File: src/rtl/rtr_pkg.sv
// Shared constants for the PWM output router: mode codes and source-vector sizes.
// Assumes modes are 4 bits wide and sources reach at most two ring hops away.
package rtr_pkg;
    localparam int MODE_W     = 4;
    localparam int NBR_HOPS   = 2;                     // furthest ring neighbour
    localparam int SIG_PER_CH = 3;                     // A, B, C per channel
    localparam int SRC_W      = SIG_PER_CH * (NBR_HOPS + 1);

    localparam logic [MODE_W-1:0] M_PASS = 4'd0;
    localparam logic [MODE_W-1:0] M_EG_A = 4'd10;
    localparam logic [MODE_W-1:0] M_EG_B = 4'd11;
endpackage

File: src/rtl/rtr_src_mux.sv
// Combinational source selector for one pin.
// src is ordered {hop2 C,B,A, hop1 C,B,A, own C,B,A}; mode k (1..SRC_W) picks src[k-1].
// PASS_SEL gives the src bit forwarded in pass-through (0 = own A, 1 = own B).
module rtr_src_mux
    import rtr_pkg::*;
#(
    parameter int PASS_SEL = 0
) (
    input  logic [MODE_W-1:0] mode,
    input  logic [SRC_W-1:0]  src,
    input  logic              eg_a,
    input  logic              eg_b,
    output logic              y
);
    // Decode the mode into one selected source; reserved codes give 0.
    always_comb begin
        y = 1'b0;
        if (mode == M_PASS) begin
            y = src[PASS_SEL];
        end else if (mode == M_EG_A) begin
            y = eg_a;
        end else if (mode == M_EG_B) begin
            y = eg_b;
        end else begin
            for (int k = 0; k < SRC_W; k++) begin
                if (mode == MODE_W'(k + 1)) y = src[k];
            end
        end
    end
endmodule

File: src/rtl/rtr_slice.sv
// Routing slice for one channel: two independent selectors, the
// fine-delay interlock check and the output registers.
// Assumes the source vector was gathered in ring order by the parent.
module rtr_slice
    import rtr_pkg::*;
(
    input  logic              clk,
    input  logic              rst_n,
    input  logic [SRC_W-1:0]  src,
    input  logic              eg_a,
    input  logic              eg_b,
    input  logic [MODE_W-1:0] mode_a,
    input  logic [MODE_W-1:0] mode_b,
    input  logic              hires_en,
    output logic              pin_a,
    output logic              pin_b,
    output logic              cfg_err
);
    logic sel_a, sel_b, err_d;

    rtr_src_mux #(.PASS_SEL(0)) i_mux_a (
        .mode(mode_a), .src(src), .eg_a(eg_a), .eg_b(eg_b), .y(sel_a)
    );

    rtr_src_mux #(.PASS_SEL(1)) i_mux_b (
        .mode(mode_b), .src(src), .eg_a(eg_a), .eg_b(eg_b), .y(sel_b)
    );

    // Flag any non-pass-through routing while fine delay is enabled.
    always_comb begin
        err_d = hires_en && ((mode_a != M_PASS) || (mode_b != M_PASS));
    end

    // Register the pins and the flag so mode changes land glitch-free on an edge.
    always_ff @(posedge clk) begin
        if (!rst_n) begin
            pin_a   <= 1'b0;
            pin_b   <= 1'b0;
            cfg_err <= 1'b0;
        end else begin
            pin_a   <= sel_a;
            pin_b   <= sel_b;
            cfg_err <= err_d;
        end
    end
endmodule

File: src/rtl/pwm_out_router.sv
// Top of the PWM output router: gathers each channel's ring-relative sources
// and instantiates one routing slice per channel.
// Assumes NUM_CH >= 1; neighbour indices wrap modulo NUM_CH.
module pwm_out_router
    import rtr_pkg::*;
#(
    parameter int NUM_CH = 5
) (
    input  logic                     clk,
    input  logic                     rst_n,
    input  logic [NUM_CH-1:0]        ch_a,
    input  logic [NUM_CH-1:0]        ch_b,
    input  logic [NUM_CH-1:0]        ch_c,
    input  logic [NUM_CH-1:0]        eg_a,
    input  logic [NUM_CH-1:0]        eg_b,
    input  logic [NUM_CH*MODE_W-1:0] mode_a,
    input  logic [NUM_CH*MODE_W-1:0] mode_b,
    input  logic [NUM_CH-1:0]        hires_en,
    output logic [NUM_CH-1:0]        pin_a,
    output logic [NUM_CH-1:0]        pin_b,
    output logic [NUM_CH-1:0]        cfg_err
);
    for (genvar n = 0; n < NUM_CH; n++) begin : g_ch
        logic [SRC_W-1:0] src;

        for (genvar k = 0; k <= NBR_HOPS; k++) begin : g_hop
            localparam int SRC_CH = (n + k) % NUM_CH;
            assign src[SIG_PER_CH*k + 0] = ch_a[SRC_CH];
            assign src[SIG_PER_CH*k + 1] = ch_b[SRC_CH];
            assign src[SIG_PER_CH*k + 2] = ch_c[SRC_CH];
        end

        rtr_slice i_slice (
            .clk      (clk),
            .rst_n    (rst_n),
            .src      (src),
            .eg_a     (eg_a[n]),
            .eg_b     (eg_b[n]),
            .mode_a   (mode_a[MODE_W*n +: MODE_W]),
            .mode_b   (mode_b[MODE_W*n +: MODE_W]),
            .hires_en (hires_en[n]),
            .pin_a    (pin_a[n]),
            .pin_b    (pin_b[n]),
            .cfg_err  (cfg_err[n])
        );
    end
endmodule

File: config.mk
export PLATFORM = sky130hd
export DESIGN_NAME = pwm_out_router
export DESIGN_NICKNAME = d
export VERILOG_FILES = /design/src/rtl/rtr_pkg.sv /design/src/rtl/rtr_src_mux.sv /design/src/rtl/rtr_slice.sv /design/src/rtl/pwm_out_router.sv
export SDC_FILE = /design/constraint.sdc
export NUM_CORES = 1
export LEC_CHECK = 0
export ABC_AREA = 1
export BUFFER_PORTS_ARGS = -buffer_cell sky130_fd_sc_hd__buf_2
export CAP_MARGIN = 25
export CORE_MARGIN = 2
export CORE_UTILIZATION = 35
export CTS_BUF_LIST = sky130_fd_sc_hd__clkbuf_2 sky130_fd_sc_hd__clkbuf_4 sky130_fd_sc_hd__clkbuf_8
export DETAILED_ROUTE_END_ITERATION = 16
export GPL_TIMING_DRIVEN = 0
export PLACE_DENSITY = 0.63
export REMOVE_ABC_BUFFERS = 1
export SYNTH_ARGS = -nofsm -noshare
export SYNTH_HDL_FRONTEND = slang
export SYNTH_SLANG_ARGS = --single-unit
File: constraint.sdc
create_clock -name clk -period 2.5 [get_ports clk]
set_input_delay 0.125 -clock clk [delete_from_list [all_inputs] [get_ports clk]]
set_output_delay 0.125 -clock clk [all_outputs]
set_load 0.02 [all_outputs]
==> impl_metrics.py <==
metrics = {
    "die": {
        "start_util_pct": 36.8,
        "core_area_um2": 5170,
        "num_rows": 26,
        "dieArea_um2": 6050,
        "die_h_um": 77.8,
        "die_x_um": 77.8,
        "io_pins": 87,
    },
    "worst_setup_path": {
        "crit_arrival_ps": 740,
        "path_class": "flip-flop to output pin",
        "path_buf_inv": 1,
        "start_kind": "flip-flop",
        "cp.required_ps": 2380,
        "crit_family": "flip-flops",
        "worstPathMaxFanout": 1,
        "crit_chain": "buf_2",
        "critPathMaxStageDelay_ps": 330,
        "cp_slowest_cell": "dfxtp_1",
        "crit_path_end_kind": "output pin",
    },
    "synthesis": {
        "syn_avg_cell_area_um2": 5.40,
        "ys_seq_area_share_pct": 15.8,
        "synth_top_area_share_pct": 15.8,
        "synth_warnings": 0,
        "ys_ff_latch": 15,
        "yosysTopAreaCell": "dfxtp_1",
        "syn_area_um2": 1910,
        "syn_inst": 353,
        "synth_cell_types": 23,
        "synthTopCellsByArea": "dfxtp_1, inv_1, nand2_1",
    },
    "power_and_ir_drop": {
        "share_comb_of_total_power_pct": 41.3,
        "max-vdd-ir-drop_v": 0.000210,
        "netSwitchingPower_uw": 309,
        "swShare_pct": 38.8,
        "p_int_uw": 488,
        "pwr-share-clk_pct": 26.1,
        "p_seq_share_pct": 32.6,
        "power.leakage_uw": 0.00132,
        "powerDensity_nw_per_um2": 341,
    },
    "cts": {
        "tritoncts": "done",
        "cts_setup_buffers": 0,
        "cts_buffers": 3,
        "htreeDepth": 1,
        "hold_buffers": 0,
        "cts_sinks": 15,
        "root_buffer": "clkbuf_8",
        "cts_resized": 0,
        "clockBufferDepth": 2,
        "path_clk_slew_ps": 70,
    },
    "route": {
        "detail_route.wl_per_cell_um": 12.1,
        "vias": 2515,
        "drt_first_pass_iters": 5,
        "routed_wl_um": 5990,
        "initialDrtViolationCount": 186,
        "vias_per_cell": 5.08,
        "drc_errors": 0,
        "antenna_left": 0,
    },
    "grt": {
        "grt_pass1_vias": 2203,
        "gr-usage-all-layers_pct": 20.1,
        "grt_first_pass_wirelength_um": 10100,
        "overflow": 0,
        "grt_max_degree": 12,
        "antenna_found_initial": 0,
    },
    "timing": {
        "max_freq_mhz": 1150,
        "slew_headroom_pct": 78.0,
        "worstMarginPinSlew_ps": 327,
        "rsz0062_at_grt": "no",
        "hold_viol": 0,
        "setup_viol": 0,
        "finalCriticalPeriod_ps": 869,
        "tns_ps": 0,
        "finalMaxSlewViolations": 0,
        "final.period_utilization_pct": 34.7,
    },
    "layout": {
        "antenna_cells": 0,
        "fin_area_um2": 2340,
        "regArea_um2": 300,
        "final_layout_size_suffix_gt1_share_pct": 23.5,
        "area_growth_pct": 22.8,
        "nets": 498,
        "multi_input_area_um2": 1200,
        "fill_cells": 590,
    },
    "placement": {
        "place_area_um2": 2290,
        "hpwlAfterDp_um": 5030,
        "routabilityCongestion": 0.868,
        "portBuffers": 86,
    },
    "run": {
        "max_cap_violations": 0,
    },
    "run_status": {
        "status": "completed",
    },
    "hold_path": {
        "hp-class": "input port to flip-flop",
    },
}
==> power by group through the flow <==
stage	clock [uW]	combinational [uW]	sequential (uW)
6_report	208	329	260
5_1_grt	227	373	262
2_1_floorplan	0	153	290
3_5_place_dp	0	327	266
3_3_place_gp	0	326	266
4_1_cts	214	328	260
==> per-stage QoR <==
stage | hold slack (ps) | utilization (%) | total power (uW) | cells | setup slack, ps
floorplan | 223 | - | 443 | 335 | 1640
global placement | 371 | 44.3 | 592 | 491 | 1390
detailed placement | 374 | 44.3 | 592 | 491 | 1410
CTS | 105 | 45.2 | 803 | 495 | 1630
global route | 121 | 45.2 | 862 | 495 | 1530
finish | 105 | 45.2 | 798 | 495 | 1630
==> worst paths after layout <==
path                                             start                            endpoint  slack (ps)  cells past startpoint
worst max-delay path  g_ch[0].i_slice.pin_b$_SDFF_PN0_                            pin_b[0]        1630                      1
worst min-delay path                       hires_en[2]  g_ch[2].i_slice.cfg_err$_SDFF_PN0_         100                      3
==> synth_stat cells <==
cell type,n
inv_2,6
nand2_1,66
dfxtp_1,15
nor4_1,4
nand3_1,45
nand3b_1,1
nor3_1,6
o211ai_1,8
o21ai_1,6
o221ai_1,1
nand4_1,13
buf_2,2
inv_1,66
o21a_1,1
o21ai_0,36
o21bai_1,2
or3b_1,2
a21oi_1,28
o2111ai_1,1
buf_4,16
a21oi_2,2
nor2_1,24
nor2_2,2
==> sequential cells by signal (all words and copies together) (netlist names) <==
signal,cells
g_ch.i_slice.pin_a,5
g_ch.i_slice.pin_b,5
g_ch.i_slice.cfg_err,5
==> layout by cell type (no fill, tap or decap) <==
cell / synthesis / layout
nor2_1: 24 / 24
o211ai_1: 8 / 8
o221ai_1: 1 / 1
or3b_1: 2 / 2
inv_2: 6 / 6
a21oi_2: 2 / 2
dfxtp_1: 15 / 15
o21ai_1: 6 / 6
o2111ai_1: 1 / 1
inv_1: 66 / 66
clkbuf_8: 0 / 3
nor4_1: 4 / 4
a21oi_1: 28 / 28
nand4_1: 13 / 13
buf_2: 2 / 86
nor3_1: 6 / 6
nand3b_1: 1 / 1
nor2_2: 2 / 2
nand2_1: 66 / 66
o21bai_1: 2 / 2
o21a_1: 1 / 1
nand3_1: 45 / 45
clkinv_2: 0 / 1
o21ai_0: 36 / 36
==> cell type report <==
class	instances	share of cell area, %
multi-input cells	248	51.5
clock inverters	1	0.214
clock buffers	3	1.76
well taps	70	3.74
inverters	72	11.6
flip-flops and latches	15	12.8
repair buffers	86	18.4
==> kinds of logic after synthesis <==
group / Yosys count / synth area share [%]
DFF: 15 / 15.8
buffers and inverters: 90 / 21.0
and+or+nand+nor: 163 / 38.7
AOI/OAI and AO/OA: 85 / 24.6
==> layer usage <==
layer,track usage (%),share of wire [%],vias up
li1,-,-,1308
met1,28.9,49,1099
met2,32.2,44,96
met3,1.63,5.5,12
met4,5.00,2.0,0
met5,0,0,-
No activity file was read; power rests on OpenSTA's default activity.
